==> config.mk <==
export PLATFORM = sky130hd
export DESIGN_NAME = supply_supervisor
export DESIGN_NICKNAME = d
export VERILOG_FILES = /design/src/rtl/supsup_pkg.sv /design/src/rtl/supsup_gate.sv /design/src/rtl/supsup_rstseq.sv /design/src/rtl/supsup_flag.sv /design/src/rtl/supply_supervisor.sv
export SDC_FILE = /design/constraint.sdc
export NUM_CORES = 1
export LEC_CHECK = 0
export BUFFER_PORTS_ARGS = -buffer_cell sky130_fd_sc_hd__buf_2
export CAP_MARGIN = 20
export CORE_MARGIN = 1.5
export CORE_UTILIZATION = 42
export DETAILED_ROUTE_END_ITERATION = 7
export HOLD_SLACK_MARGIN = 0.15
export PLACE_DENSITY = 0.75
export SYNTH_ARGS = -nofsm -noshare
export SYNTH_HDL_FRONTEND = slang
export SYNTH_SLANG_ARGS = --single-unit
==> constraint.sdc <==
create_clock -name clk -period 1.8 [get_ports clk]
set_input_delay 0.18 -clock clk [delete_from_list [all_inputs] [get_ports clk]]
set_output_delay 0.18 -clock clk [all_outputs]
set_load 0.005 [all_outputs]
==> src/rtl/supsup_pkg.sv <==
package supsup_pkg;

    localparam int unsigned LVL_W = 3;

    typedef logic [LVL_W-1:0] lvl_t;

    // Limit a requested level to the highest one the detector offers
    function automatic lvl_t clamp_lvl(lvl_t v, int unsigned n_levels);
        lvl_t top;
        top = lvl_t'(n_levels - 1);
        return (v > top) ? top : v;
    endfunction

endpackage

==> src/rtl/supsup_gate.sv <==
module supsup_gate #(
    parameter int unsigned SETTLE_W = 4
) (
    input  logic                clk,
    input  logic                rst_n,
    input  logic                gate_en_i,
    input  logic                deep_sleep_i,
    input  logic                wake_i,
    input  logic [SETTLE_W-1:0] settle_cnt_i,
    output logic                gated_o,
    output logic                settled_o
);

    typedef struct packed {
        logic                gated;
        logic [SETTLE_W-1:0] settle;
    } gate_st_t;

    gate_st_t st_d, st_q;

    always_comb begin
        st_d = st_q;
        if (st_q.gated && wake_i) begin
            st_d.gated  = 1'b0;
            st_d.settle = settle_cnt_i;
        end else begin
            st_d.gated = st_q.gated | (deep_sleep_i & gate_en_i);
            if (st_q.settle != '0) begin
                st_d.settle = st_q.settle - 1'b1;
            end
        end
    end

    always_ff @(posedge clk or negedge rst_n) begin
        if (!rst_n) begin
            st_q <= '0;
        end else begin
            st_q <= st_d;
        end
    end

    assign gated_o   = st_q.gated;
    assign settled_o = (st_q.settle == '0);


    gate_holds_chk: assert property (@(posedge clk) disable iff (!rst_n)
        (st_q.gated && !wake_i) |=> st_q.gated);


    settle_load_chk: assert property (@(posedge clk) disable iff (!rst_n)
        (st_q.gated && wake_i) |=> (!st_q.gated && st_q.settle == $past(settle_cnt_i)));

endmodule

==> src/rtl/supsup_rstseq.sv <==
module supsup_rstseq #(
    parameter int unsigned LOAD = 8
) (
    input  logic clk,
    input  logic rst_n,
    input  logic por_ok_i,
    input  logic trip_i,
    output logic sys_rst_n_o
);

    localparam int unsigned CNT_W = $clog2(LOAD + 1);

    typedef struct packed {
        logic [CNT_W-1:0] cnt;
        logic             rel;
    } seq_st_t;

    seq_st_t st_d, st_q;

    always_comb begin
        st_d = st_q;
        if (!por_ok_i || trip_i) begin
            st_d.cnt = CNT_W'(LOAD);
            st_d.rel = 1'b0;
        end else if (st_q.cnt != '0) begin
            st_d.cnt = st_q.cnt - 1'b1;
            st_d.rel = 1'b0;
        end else begin
            st_d.rel = 1'b1;
        end
    end

    always_ff @(posedge clk or negedge rst_n) begin
        if (!rst_n) begin
            st_q.cnt <= CNT_W'(LOAD);
            st_q.rel <= 1'b0;
        end else begin
            st_q <= st_d;
        end
    end

    // Assert path has no register; release path is registered
    assign sys_rst_n_o = st_q.rel & por_ok_i & ~trip_i;


    release_after_hold_chk: assert property (@(posedge clk) disable iff (!rst_n)
        st_q.rel |-> (st_q.cnt == '0));


    por_low_drops_chk: assert property (@(posedge clk) disable iff (!rst_n)
        !por_ok_i |=> !st_q.rel);


    trip_drops_chk: assert property (@(posedge clk) disable iff (!rst_n)
        trip_i |=> !st_q.rel);

endmodule

==> src/rtl/supsup_flag.sv <==
module supsup_flag (
    input  logic clk,
    input  logic rst_n,
    input  logic set_i,
    input  logic clr_i,
    output logic flag_o
);

    logic flag_d, flag_q;

    always_comb begin
        flag_d = (flag_q & ~clr_i) | set_i;
    end

    always_ff @(posedge clk or negedge rst_n) begin
        if (!rst_n) begin
            flag_q <= 1'b0;
        end else begin
            flag_q <= flag_d;
        end
    end

    assign flag_o = flag_q;


    set_wins_chk: assert property (@(posedge clk) disable iff (!rst_n)
        set_i |=> flag_q);


    flag_sticky_chk: assert property (@(posedge clk) disable iff (!rst_n)
        (flag_q && !clr_i) |=> flag_q);

endmodule

==> src/rtl/supply_supervisor.sv <==
module supply_supervisor
    import supsup_pkg::*;
#(
    parameter bit          NO_BOR     = 1'b0,
    parameter int unsigned HOLD_CYC   = 6,
    parameter int unsigned POR_DLY    = 10,
    parameter int unsigned SETTLE_W   = 4,
    parameter int unsigned BOR_LEVELS = 5,
    parameter int unsigned PVD_LEVELS = 7
) (
    input  logic                clk,
    input  logic                pwr_rst_n,
    input  logic                por_ok_i,
    input  logic                bor_opt_en_i,
    input  logic [2:0]          bor_lvl_i,
    input  logic                bor_low_i,
    input  logic                pvd_sw_en_i,
    input  logic [2:0]          pvd_lvl_i,
    input  logic                pvd_low_i,
    input  logic                pvd_clr_i,
    input  logic                sleep_gate_en_i,
    input  logic                deep_sleep_i,
    input  logic                wake_i,
    input  logic [SETTLE_W-1:0] settle_cnt_i,
    output logic                sys_rst_n_o,
    output logic                pvd_irq_o,
    output logic                bor_en_o,
    output logic [2:0]          bor_sel_o,
    output logic                pvd_en_o,
    output logic [2:0]          pvd_sel_o
);

    localparam int unsigned LOAD = NO_BOR ? POR_DLY : HOLD_CYC;

    logic gated, settled, bor_trip, pvd_set;

    supsup_gate #(.SETTLE_W(SETTLE_W)) u_gate (
        .clk          (clk),
        .rst_n        (pwr_rst_n),
        .gate_en_i    (sleep_gate_en_i),
        .deep_sleep_i (deep_sleep_i),
        .wake_i       (wake_i),
        .settle_cnt_i (settle_cnt_i),
        .gated_o      (gated),
        .settled_o    (settled)
    );

    generate
        if (NO_BOR) begin : g_fixed_delay
            assign bor_en_o = 1'b0;
        end else begin : g_bor
            assign bor_en_o = bor_opt_en_i & ~gated;
        end
    endgenerate

    assign pvd_en_o  = pvd_sw_en_i & ~gated;
    assign bor_trip  = bor_en_o & settled & bor_low_i;
    assign pvd_set   = pvd_en_o & settled & pvd_low_i;
    assign bor_sel_o = clamp_lvl(bor_lvl_i, BOR_LEVELS);
    assign pvd_sel_o = clamp_lvl(pvd_lvl_i, PVD_LEVELS);

    supsup_rstseq #(.LOAD(LOAD)) u_seq (
        .clk         (clk),
        .rst_n       (pwr_rst_n),
        .por_ok_i    (por_ok_i),
        .trip_i      (bor_trip),
        .sys_rst_n_o (sys_rst_n_o)
    );

    supsup_flag u_flag (
        .clk    (clk),
        .rst_n  (pwr_rst_n),
        .set_i  (pvd_set),
        .clr_i  (pvd_clr_i),
        .flag_o (pvd_irq_o)
    );


    bor_sel_range_chk: assert property (@(posedge clk) disable iff (!pwr_rst_n)
        bor_sel_o <= 3'(BOR_LEVELS - 1));


    pvd_sel_range_chk: assert property (@(posedge clk) disable iff (!pwr_rst_n)
        pvd_sel_o <= 3'(PVD_LEVELS - 1));


    gated_enables_off_chk: assert property (@(posedge clk) disable iff (!pwr_rst_n)
        (deep_sleep_i && sleep_gate_en_i && !wake_i) |=> (!bor_en_o && !pvd_en_o));


    no_bor_variant_chk: assert property (@(posedge clk) disable iff (!pwr_rst_n)
        NO_BOR |-> !bor_en_o);

endmodule

==> results.ini, run 1 <==
[routing]
drc = 0
viasPerCell = 4.70
drtAntennaViolNets = 0
routedWlPerCell_um = 10.6
drt-total-wl_um = 1210
first_pass_iters = 5
num_vias = 536
first_iter_violations = 2

[worst_setup_path]
startpoint_type = register
crit_type = reg2out
critPathMaxFanout = 5
cp.arrival_ns = 1.55
crit_required_ns = 1.62
end_kind = output pin
ff2ff_path_depth = 6

[power_and_ir_drop]
clkPwrFrac_pct = 22.1
ir_worst_vdd_mv = 0.770
p_sw_share_pct = 32.6
total_leakage_power_nw = 0.448
p_seq_share_pct = 39.0
power.total_mw = 0.921
internal-power_mw = 0.621
power_density_mw_per_mm2 = 1090
comb_power_share_pct = 38.8
p_switching_mw = 0.301

[final_layout]
layout_commonest_cell = buf_2
drive_gt1_share_pct = 41.4
nNetsFinal = 125
utilization_pct = 65.1
instances_no_fill = 114
synthToLayoutAreaGrowth_pct = 44.7
seqCellArea_sq_um = 253
layout.cells.most_common_list = 30 x buf_2, 8 x inv_1, 8 x nor2_1, 8 x dfrtp_1, 6 x dlygate4sd3_1
multi_input_area_sq_um = 292
final_area_sq_um = 847
diodes = 0
num-fill-cells = 116

[clocking]
cts_buffer_depth = 2
cts_resized = 0
cts_tree = done
cts_made_buffers = 3
root_buffer = clkbuf_4
clock_sinks = 10
insertion_delay_ns = 0.27
htreeDepth = 1
clk_pin_slew_ns = 0.06

[place]
postPlaceCellArea_sq_um = 751
place.detailed.hpwl_um = 888
placed_cells = 104
io_buffers = 30
globalplace.congestion = 0.791

[timing]
fin_setup_tns_ns = 0
final_max_slew_viol_count = 0
fin_skew_ns = 0.00310
slew_headroom_pct = 84.5
rsz0062_at_grt = no
final-setup-viol-count = 0
tightest_slew_ns = 0.230
hold_violations = 0
max_freq_ghz = 0.577
layout_worst_path_cycle_share_pct = 96.2
fin_crit_ns = 1.73

[logic_synthesis]
postSynthAreaPerCell_sq_um = 9.60
synth_top_family_by_area = simple AND/OR/NAND/NOR gates
yosysWarningCount = 0
synth_cells = 61
synth_seq_cells = 10
synth_edf_count = 0
synth.distinct_cells = 23
synth-compound-area-share_pct = 9.40
synth_xor_area_share_pct = 4.49
synth-simple-area-share_pct = 20.3
synth_mux_area_share_pct = 7.05
async_reset_ff_share_pct = 100
yosys.area.top_type = dfrtp_1
syn_nets = 86
synth_fa_ha_area_share_pct = 8.55
synth_area_leaders = dfrtp_1 34%, dfstp_2 9.0%, ha_1 8.5%
ys.flop_type = dfrtp_1
netlist.area_leader.share_pct = 34.2
seq_area_frac_synth_pct = 43.2
synthesis.area_sq_um = 586

[global_routing]
grt_pass1_wl_um = 1860
grt_use_total_pct = 18.5
grt_max_degree = 11
grt_pass1_vias = 474
overflow = 0
antenna_found_initial = 0

[floorplan]
ios = 31
floorplan.initialDensity_pct = 45.0
die_w_um = 40.3
core_sq_mm = 0.00130
die_area_sq_mm = 0.00163
die_y_um = 40.3
row_count = 13

[run]
maxCapViolCount = 0

[hold_path]
hold_class = in2reg
holdPathStages = 3

[run_status]
outcome = completed

## final cells by class
cell class	instances	area share, %
Clock buffer	4	4.28
Inverter	8	3.55
Multi-Input combinational cell	40	34.4
Sequential cell	10	29.8
Tap cell	15	2.22
Timing Repair Buffer	37	25.7
## power groups by stage
| stage | sequential, mW | clock [mW] | combinational (mW) |
|---|---|---|---|
| 5_1_grt | 0.369 | 0.222 | 0.405 |
| 3_3_place_gp | 0.360 | 0 | 0.328 |
| 2_1_floorplan | 0.351 | 0 | 0.255 |
| 4_1_cts | 0.359 | 0.209 | 0.361 |
| 6_report | 0.360 | 0.204 | 0.358 |
| 3_5_place_dp | 0.360 | 0 | 0.347 |
## registers in the layout (all words and copies together), names as in the netlist
| name | cells |
|---|---|
| u_gate.st_q | 4 |
| u_flag.flag_o | 1 |
| u_seq.st_q | 4 |
| u_gate.gated_o | 1 |
## stage by stage
step / setup slack, ns / hold WS, ns
3_5_place_dp: 0.330 / 0.0511
4_1_cts: 0.0619 / 0.173
3_3_place_gp: 0.403 / 0.0486
6_report: 0.0681 / 0.167
5_1_grt: 0.00121 / 0.202
2_1_floorplan: 0.463 / -0.116
## logic make-up (layout without fill, tap and decap cells)
logic type,after synthesis,in the layout
simple gates,22,22
buf+inv,11,49
flops,10,10
fa+ha+maj,4,4
compound gates,7,7
xor+xnor,3,3
mux,4,4
## synthesized netlist by cell type, types with 2 or more instances
| library cell | instances |
|---|---|
| a21oi_1 | 2 |
| dfstp_2 | 2 |
| nor2b_1 | 4 |
| nor3_1 | 2 |
| mux2i_1 | 3 |
| clkbuf_1 | 3 |
| inv_1 | 8 |
| nand2_1 | 3 |
| ha_1 | 4 |
| nor2_1 | 8 |
| dfrtp_1 | 8 |
| xnor2_1 | 3 |
## critical path, stage by stage, from the launching register on
cell,delay (ns)
dfrtp_1,0.38
inv_1,0.12
ha_1,0.18
nor3b_4,0.24
a31o_4,0.21
nor2_1,0.04
buf_2,0.11
## per-layer routing
layer  wire [um]  vias to the layer above  share of wire [%]  track usage [%]
met3         101                        4                8.3             5.00
li1            -                      268                  -                -
met2         612                       28                 50             30.2
met5           0                        -                  0                0
met1         473                      236                 39             20.7
met4          24                        0                2.0             12.5
## worst paths after layout
path,startpoint,end,slack [ns]
hold / removal,settle_cnt_i[3],u_gate.st_q[3],0.17
hold reg to reg,u_flag.flag_o,u_flag.flag_o,0.54
max in group asynchronous,pwr_rst_n,u_seq.st_q[2],1.25
setup / recovery,u_gate.st_q[0],sys_rst_n_o,0.07
setup reg to reg,u_gate.st_q[0],u_gate.st_q[1],0.33
min in group asynchronous,pwr_rst_n,u_seq.st_q[1],0.29
## timing repair
item / in CTS / in global routing
buffers inserted: 0 / 0
hold endpoints to repair: 13 / 0
hold buffers: 6 / 0
(Power assumes the default switching activity.)
==> run 2, diff against run 1 <==
CORE_UTILIZATION = 45   (was 42)
PLACE_DENSITY = 0.8   (was 0.75)
clock period = 2.1 ns   (was 1.8 ns; I/O delays follow)
==> results.ini, run 2 (synthesis results as in run 1) <==
[routing]
drtAntennaViolNets = 0
drt-total-wl_um = 1140
first_iter_violations = 8
num_vias = 525
routedWlPerCell_um = 10.5
viasPerCell = 4.82
drc = 0
first_pass_iters = 4

[timing]
max_freq_ghz = 0.532
layout_worst_path_cycle_share_pct = 89.5
rsz0062_at_grt = no
fin_crit_ns = 1.88
final_max_slew_viol_count = 0
hold_violations = 0
fin_setup_tns_ns = 0
fin_skew_ns = 0.00485
final-setup-viol-count = 0
tightest_slew_ns = 0.320
slew_headroom_pct = 78.7
setup_ws_ns = 0.220

[worst_setup_path]
startpoint_type = register
critPathTopFamily = flip-flops
critPathMaxFanout = 6
crit_path_top_delay_cell = dfrtp_1
cp.arrival_ns = 1.67
end_kind = output pin
crit_required_ns = 1.89
worst-path-buf-inv = 2
slowest_delay_ns = 0.38
path_cells = inv_1 -> ha_1 -> nor3b_4 -> a31o_4 -> nor2_1 -> buf_2
crit_type = reg2out

[floorplan]
die_y_um = 39.1
core_sq_mm = 0.00116
floorplan.initialDensity_pct = 50.6
ios = 31
die_area_sq_mm = 0.00153
die_w_um = 39.1
row_count = 12

[place]
dp_slack_ns = 0.524
io_buffers = 30
postPlaceCellArea_sq_um = 742
globalplace.congestion = 0.794
place.detailed.hpwl_um = 904

[power_and_ir_drop]
power_density_mw_per_mm2 = 930
clkPwrFrac_pct = 19.5
comb_power_share_pct = 39.2
total_leakage_power_nw = 0.424
p_seq_share_pct = 41.2
p_sw_share_pct = 34.0
internal-power_mw = 0.490
power.total_mw = 0.742
p_switching_mw = 0.253
ir_worst_vdd_mv = 0.770

[final_layout]
layout.cells.most_common_list = 30 x buf_2, 8 x inv_1, 8 x nor2_1, 8 x dfrtp_1
diodes = 0
layout_commonest_cell = buf_2
multi_input_area_sq_um = 292
nNetsFinal = 121
final_area_sq_um = 798
drive_gt1_share_pct = 41.1
seqCellArea_sq_um = 253
largest_registers = u_gate.st_q: 4 flops, u_seq.st_q: 4 flops
num-fill-cells = 92
synthToLayoutAreaGrowth_pct = 36.3

[hold_path]
hold_class = in2reg

[global_routing]
grt_pass1_wl_um = 1850
grt_max_degree = 11
antenna_found_initial = 0
grt_use_total_pct = 18.9
overflow = 0
grt_pass1_vias = 485

[run_status]
outcome = completed

[clocking]
root_buffer = clkbuf_4
cts_tree = done
clock_sinks = 10
cts_setup_buffers = 0
insertion_delay_ns = 0.27
cts_made_buffers = 3
htreeDepth = 1
clk_pin_slew_ns = 0.07
cts_buffer_depth = 2
cts_resized = 0
cts_hold_buf = 3

[run]
maxCapViolCount = 0

==> run 2: final cells by class <==
| class | count | area share [%] |
|---|---|---|
| Sequential cell | 10 | 31.7 |
| Inverter | 8 | 3.76 |
| Multi-Input combinational cell | 40 | 36.5 |
| Timing Repair Buffer | 33 | 22.6 |
| Tap cell | 14 | 2.19 |
| Clock buffer | 4 | 3.29 |
==> run 2: path summary, 6_finish.rpt <==
check | slack [ns] | start | cells past startpoint | end
max reg2reg | 0.62 | u_gate.st_q[0] | 5 | u_gate.st_q[2]
min in group asynchronous | 0.34 | pwr_rst_n | 2 | u_gate.st_q[2]
min reg2reg | 0.54 | u_flag.flag_o | 2 | u_flag.flag_o
max | 0.22 | u_gate.st_q[0] | 6 | sys_rst_n_o
max in group asynchronous | 1.50 | pwr_rst_n | 2 | u_seq.st_q[2]
min | 0.16 | settle_cnt_i[2] | 2 | u_gate.st_q[2]
==> run 2: metrics by stage <==
step	utilization [%]	hold WS, ns	std cells
floorplan	-	-0.0856	61
global placement	64.2	0.0816	102
detailed placement	64.2	0.0848	102
CTS	69.0	0.160	109
global route	69.0	0.167	109
finish	69.0	0.162	109
==> run 2: power by group through the flow <==
| stage | clock, mW | sequential, mW | combinational [mW] |
|---|---|---|---|
| after CTS | 0.148 | 0.306 | 0.295 |
| after floorplan | 0 | 0.301 | 0.218 |
| after detailed placement | 0 | 0.310 | 0.290 |
| after global routing | 0.155 | 0.315 | 0.331 |
| after global placement | 0 | 0.307 | 0.275 |
| final | 0.145 | 0.306 | 0.291 |
==> run 2: metal layers <==
layer / track usage (%) / wire, um / up-vias
met5: 0 / 0 / -
met4: 7.76 / 16 / 0
met3: 6.94 / 137 / 2
met2: 34.2 / 529 / 34
met1: 19.1 / 460 / 225
li1: - / - / 264
